**config.mk**
```make
export PLATFORM = sky130hd
export DESIGN_NAME = resync_ctrl
export DESIGN_NICKNAME = d
export VERILOG_FILES = /design/src/rtl/resync_ctrl.sv
export SDC_FILE = /design/constraint.sdc
export NUM_CORES = 1
export LEC_CHECK = 0
export ABC_CLOCK_PERIOD_IN_PS = 6000
export BUFFER_PORTS_ARGS = -buffer_cell sky130_fd_sc_hd__buf_2
export CORE_MARGIN = 2
export CORE_UTILIZATION = 38
export DETAILED_ROUTE_END_ITERATION = 6
export SLEW_MARGIN = 20
export SYNTH_ARGS = -nofsm -noshare
export SYNTH_HDL_FRONTEND = slang
export SYNTH_SLANG_ARGS = --single-unit
```
**constraint.sdc**
```tcl
create_clock -name clk -period 6 [get_ports clk]
set_clock_uncertainty 0.2 [all_clocks]
set_input_delay 1.2 -clock clk [delete_from_list [all_inputs] [get_ports clk]]
set_output_delay 1.2 -clock clk [all_outputs]
set_load 0.03 [all_outputs]
```
**src/rtl/resync_ctrl.sv**
```systemverilog
module resync_ctrl #(
  parameter int OSR     = 16,
  parameter int NCH     = 4,
  parameter int RST_CYC = 32,
  localparam int PHW    = $clog2(OSR),
  localparam int CHW    = (NCH > 1) ? $clog2(NCH) : 1
) (
  input  logic           clk,
  input  logic           rst_n,
  input  logic           sync_n,
  input  logic           chop_en,
  input  logic           ph_we,
  input  logic [CHW-1:0] ph_sel,
  input  logic [PHW-1:0] ph_val,
  output logic           tick,
  output logic [NCH-1:0] drdy,
  output logic [NCH-1:0] ch_valid,
  output logic           filt_rst,
  output logic           rst_req
);
  localparam int LW = $clog2(RST_CYC + 1);

  function automatic logic [PHW-1:0] inc(input logic [PHW-1:0] x);
    return (x == PHW'(OSR - 1)) ? '0 : x + 1'b1;
  endfunction

  logic s1, s2, s2_d;
  logic [LW-1:0] lowcnt;
  logic [PHW-1:0] dcnt, ep, ep_next;
  logic al;
  logic [NCH*PHW-1:0] ph_flat;
  logic fall, rise, width_ok, restart;

  always_ff @(posedge clk or negedge rst_n)
    if (!rst_n) {s1, s2, s2_d} <= 3'b111;
    else begin
      s1   <= sync_n;
      s2   <= s1;
      s2_d <= s2;
    end

  assign fall = s2_d & ~s2;
  assign rise = ~s2_d & s2;

  always_ff @(posedge clk or negedge rst_n)
    if (!rst_n)                      lowcnt <= '0;
    else if (s2)                     lowcnt <= '0;
    else if (lowcnt != LW'(RST_CYC)) lowcnt <= lowcnt + 1'b1;

  assign rst_req  = ~s2 && (lowcnt == LW'(RST_CYC - 1));
  assign width_ok = rise && (lowcnt >= LW'(2)) && (lowcnt < LW'(RST_CYC));
  assign ep_next  = fall ? '0 : inc(ep);
  assign restart  = chop_en ? fall : (width_ok && !al);
  assign filt_rst = restart;
  assign tick     = (dcnt == '0);

  always_ff @(posedge clk or negedge rst_n)
    if (!rst_n) begin
      ep   <= '0;
      al   <= 1'b0;
      dcnt <= '0;
    end else begin
      ep <= ep_next;
      if (fall) al <= (dcnt == '0);
      dcnt <= restart ? ep_next : inc(dcnt);
    end

  always_ff @(posedge clk or negedge rst_n)
    if (!rst_n) ph_flat <= '0;
    else if (ph_we && int'(ph_sel) < NCH) ph_flat[ph_sel*PHW +: PHW] <= ph_val;

  for (genvar c = 0; c < NCH; c++) begin : g_ch
    logic [1:0] scnt;
    assign drdy[c]     = (dcnt == ph_flat[c*PHW +: PHW]);
    assign ch_valid[c] = (scnt == 2'd3);
    always_ff @(posedge clk or negedge rst_n)
      if (!rst_n)                        scnt <= 2'd0;
      else if (restart)                  scnt <= 2'd0;
      else if (drdy[c] && scnt != 2'd3)  scnt <= scnt + 2'd1;
  end
endmodule

```
---- After elaboration in Yosys (flattened, before gate mapping) ----
Index checks and enable logic that the tools add are counted.
storage, ports and cells
  output and inout bits ................... 11
  logic and storage cells ................. 75
  bits of input ports ..................... 11
  bits in registers ....................... 42
cells by class
  shift operators ......................... 2
  add/sub/neg operators ................... 8
  muxes and demuxes ....................... 16
  bitwise operators ....................... 4
  reduce and logical (&&, ||, !) cells .... 15
  $lt $le $gt $ge ......................... 2
  equality and inequality tests ........... 16
operators with widths
  operator                 count
  $neg 4->34               1
  $shift 4x34->16 const A  1
  $shiftx 4x34->16         1
  $bwmux 16                1
  $eq 4x4->1               4
  $mux 2                   8
  $mux 4                   4
  $mux 6                   2
  $reduce_bool 2->1        5
  $add 2x1->2 const B      4
  $add 4x1->4 const B      2
  $eq 2x2->1 const B       4
  $eq 4x4->1 const B       2
  $logic_and 1x1->1        8
  $ne 2x2->1 const B       4
  $add 6x1->6 const B      1
  $eq 6x5->1 const B       1
  $ge 6x2->1 const B       1
  $lt 6x6->1 const B       1
  $ne 6x6->1 const B       1
  $logic_not 4->1          1
  $and 1x1->1              2
  $not 1->1                2
  $logic_not 1->1          1
  $mux 1                   1

---- Logic depth before layout (Yosys ltp) ----
  word-level depth ........................ 7
  gate-level depth with buffers ........... 7
  gate-level depth less buffers ........... 6

---- Least setup slack after synthesis ----
No wires, ideal clock.
  kind .................................... input-to-output
  from .................................... in chop_en
  to ...................................... out filt_rst
  buffers on the path ..................... 1
  cell stages on the path ................. 3
  path slack .............................. 2.913 ns
  arrival time ............................ 1.687 ns
  required time ........................... 4.600 ns
  path through ............................ a211oi_2 -> a21o_4 -> buf_6
between the ends
  cells in the longest elaborated chain, start to end .. 1
ends and longest elaborated chain
  what             RTL line  source
  start, declared  11        input logic chop_en,
  $mux 1           53        assign restart = chop_en ? fall : (width_ok && !al);
  end, declared    18        output logic filt_rst,
Every way passes these cells.

---- Worst setup path in the final report ----
  from .................................... reg s2
  to ...................................... out filt_rst
between the ends
  cells in the longest elaborated chain, start to end .. 5
  elaborated cells between the ends (all ways) .. 7
ends and longest elaborated chain
  what                             RTL line  source
  start, declared                  27        logic s1, s2, s2_d;
  start signal, assigned           35        if (!rst_n) {s1, s2, s2_d} <= 3'b111;
  start signal, assigned           38        s2 <= s1;
  $and 1x1->1                      43        assign rise = ~s2_d & s2;
  $logic_and 1x1->1 (2 in series)  51        assign width_ok = rise && (lowcnt >= LW'(2)) && (lowcnt < LW'(RST_CYC));
  $logic_and 1x1->1                53
  $mux 1 *                         53
Mark *: on every way between the ends. The rest lies on a longest branch, timed or not.

==> flow_summary_export.csv <==
group,metric,value,unit
sta,hold_slack,0.160,ns
global_routing,grt_usage,0.140,
place,finalWeightedCongestion,0.716,
route,routed_wire_length_per_instance,12.8,um
sta,final_setup_fails,0,
yosys,synthesis.area,0.00217,mm2
yosys,synth.largest_area_cell,"sky130_fd_sc_hd__dfrtp_1",
layout,syn_to_final_growth,14.2,%
worst_setup_path,path_class,"reg -> out",
floorplanning,floorplan.io_pins,22,
clock_network,htree_levels,2,
clock_network,clk-insertion-delay-late,0.30,ns
yosys,yosys.cell_types.count,33,
clock_network,clock_sink_count,42,
job,max_cap_viol_count,0,
sta,tightest_slew,0.938,ns
floorplanning,die_width,79.6,um
yosys,yosys-top-cells-count,"sky130_fd_sc_hd__dfrtp_1 (39), sky130_fd_sc_hd__nand2_1 (38), sky130_fd_sc_hd__o21ai_0 (27)",
place,place.detailed.instances,307,
global_routing,globalRoute.totalOverflow,0,
global_routing,grt_pass1_vias,1503,
outcome,run_status,"finished clean",
route,detail_route.drc_violations,0,
layout,drive_gt1_frac,0.169,
sta,post-route-period-util,0.577,
clock_network,cts.path.max_buffers,2,
clock_network,cts_hold_repair.buffers,0,
place,detailedPlacementHpwl,2920,um
place,port_buffers,21,
route,vias_per_cell,4.98,
layout,final.fill_count,533,
sta,headroom_to_the_max_slew_limit,0.375,
worst_setup_path,required,4.60,ns
floorplanning,die_y,79.6,um
yosys,synth_seq_cells,42,
yosys,synth_edf_count,0,
sta,fmaxAchievable,289,MHz
global_routing,grt_pass1_wl,6780,um
clock_network,cts_resized,0,
layout,antenna_cells,0,
sta,final_period_minus_worst_setup_slack,3.46,ns
floorplanning,placeableCoreArea,0.00551,mm2
route,drt.antenna.violating_nets,0,
min_path,holdCritPathClass,"reg -> reg",
yosys,synth_top_cells_by_area,"sky130_fd_sc_hd__dfrtp_1 (45%), sky130_fd_sc_hd__ha_1 (8.1%), sky130_fd_sc_hd__xnor2_1 (7.3%), sky130_fd_sc_hd__nand2_1 (6.6%), sky130_fd_sc_hd__o21ai_0 (6.2%)",
yosys,ys_dominant_reg_cell,"sky130_fd_sc_hd__dfrtp_1",
yosys,syn_inst,220,
route,final_routed_wirelength,4050,um
layout,final-instance-count-excl-fill,315,
route,initialDrtViolationCount,82,
clock_network,cts_tree,"built",
global_routing,grt_start_max_net_pins,43,
route,vias_after_detailed_routing,1569,
clock_network,cts.root.buffer_cell,"sky130_fd_sc_hd__clkbuf_8",
sta,hold_violations_final,0,
worst_setup_path,arrival,2.06,ns
clock_network,post-cts-setup-buffers,0,
pwr,ir_worst_vdd,0.137,mV
clock_network,clk_transition_reported_paths,0.08,ns
worst_setup_path,path_max_fanout,13,
layout,final_area,0.00248,mm2
place,post_dp_cell_area,0.00234,mm2
pwr,power_per_cell_area,400,mW/mm2
sta,slew_violations,0,
route,dr.pass1.iters,4,
yosys,netlist.area_leader.share,0.449,
yosys,syn_nets,245,
floorplanning,start_util,0.394,
yosys,yosysSeqAreaShare,0.486,
floorplanning,floorplan.die_area,0.00634,mm2
layout,fin_nets,267,
clock_network,cts-buffers-inserted,5,
global_routing,antenna_found_initial,0,
worst_setup_path,start_kind,"flip-flop",
yosys,ys.warnings.count,0,
floorplanning,site_row_count,27,
yosys,postSynthAreaPerCell,9.87,um2
sta,unrepaired_setup_endpoints_after_global_routing,"no",
sta,setup_tns,0,ns
worst_setup_path,worstSetupEndpointType,"primary output",
pwr,leakage,0.00113,uW
yosys,ys_async_sr_fraction,1.00,
yosys,post-synth-top-count-cell,"sky130_fd_sc_hd__dfrtp_1",
==> path summary, 6_finish.rpt <==
| kind | slack, ns | start | endpoint | cells past startpoint |
|---|---|---|---|---|
| max | 2.54 | s2 | filt_rst | 4 |
| min | 0.16 | s1 | s2 | 0 |
| max reg2reg | 3.84 | s2 | dcnt[3] | 4 |
| min reg2reg | 0.16 | s1 | s2 | 0 |
| max in group asynchronous | 4.17 | rst_n | ep[1] | 1 |
| min in group asynchronous | 0.84 | rst_n | lowcnt[3] | 1 |
==> cell type report <==
type / count / area, um2 / share of cell area
Clock buffer: 6 / 82.6 / 0.0333
Multi-Input combinational cell: 159 / 1040 / 0.419
Sequential cell: 42 / 1050 / 0.425
Clock inverter: 2 / 60.1 / 0.0242
Timing Repair Buffer: 21 / 105 / 0.0424
Tap cell: 72 / 90.1 / 0.0363
Inverter: 13 / 48.8 / 0.0197
==> through the flow <==
step | worst slack, ns | utilization | power, uW
floorplan | 2.91 | - | 651
global placement | 2.63 | 0.424 | 717
detailed placement | 2.61 | 0.424 | 726
CTS | 2.51 | 0.450 | 1010
global route | 2.43 | 0.450 | 1060
finish | 2.54 | 0.450 | 993
==> per-layer routing <==
layer,GRT usage,wire (um),part of all wire
met5,0,0,0
met4,0.0707,82,0.020
met3,0.0271,118,0.029
met2,0.228,1880,0.46
met1,0.178,1970,0.49
==> critical path, stage by stage (launching register included) <==
cell and delay [ns]:
sky130_fd_sc_hd__dfstp_2 0.58, sky130_fd_sc_hd__or4b_1 0.46, sky130_fd_sc_hd__a211oi_2 0.27, sky130_fd_sc_hd__a21o_4 0.23, sky130_fd_sc_hd__buf_2 0.23
==> logic make-up (layout without fill, tap and decap cells) <==
kind of cell	Yosys count	in the layout	synth area share
DFF	42	42	0.486
muxes	3	3	0.0207
and+or+nand+nor	75	75	0.171
adders and majority gates	14	14	0.0806
AOI/OAI and AO/OA	46	46	0.122
buffers and inverters	19	42	0.0363
xor gates and xnor gates	21	21	0.0847
==> registers in the layout, indices dropped and copies added, names as in the netlist <==
name and flops:
g_ch.scnt 8, s2 1, ph_flat 16, ep 4
s1 1, lowcnt 6, al 1, dcnt 4
s2_d 1
==> cell usage in the layout (no fill, tap or decap) <==
cell and instances:
sky130_fd_sc_hd__a211oi_2 1, sky130_fd_sc_hd__a21o_4 1, sky130_fd_sc_hd__a21oi_1 12, sky130_fd_sc_hd__a311oi_1 1, sky130_fd_sc_hd__a31o_2 1, sky130_fd_sc_hd__a31oi_1 1, sky130_fd_sc_hd__and2_1 1, sky130_fd_sc_hd__and2b_2 1
sky130_fd_sc_hd__buf_2 21, sky130_fd_sc_hd__bufinv_16 2, sky130_fd_sc_hd__clkbuf_8 6, sky130_fd_sc_hd__dfrtp_1 39, sky130_fd_sc_hd__dfstp_2 3, sky130_fd_sc_hd__ha_1 14, sky130_fd_sc_hd__inv_1 13, sky130_fd_sc_hd__mux2_4 3
sky130_fd_sc_hd__nand2_1 38, sky130_fd_sc_hd__nand2b_1 1, sky130_fd_sc_hd__nand3_1 6, sky130_fd_sc_hd__nand3b_1 5, sky130_fd_sc_hd__nand4_1 4, sky130_fd_sc_hd__nand4b_1 1, sky130_fd_sc_hd__nor2_1 6, sky130_fd_sc_hd__nor3_1 1
sky130_fd_sc_hd__nor3b_1 3, sky130_fd_sc_hd__nor4_1 2, sky130_fd_sc_hd__o21ai_0 27, sky130_fd_sc_hd__o21ai_2 1, sky130_fd_sc_hd__o41ai_1 1, sky130_fd_sc_hd__or3_1 4, sky130_fd_sc_hd__or3_2 1, sky130_fd_sc_hd__or4b_1 1
sky130_fd_sc_hd__xnor2_1 18, sky130_fd_sc_hd__xor2_1 3
==> power breakdown <==
group,internal (uW),switching [uW],leakage [uW],total [uW]
registers,339,72.4,0.000551,412
clock network,177,98.2,0.0000714,276
logic,143,163,0.000509,306
total,660,333,0.00113,993
(Power assumes the default switching activity.)
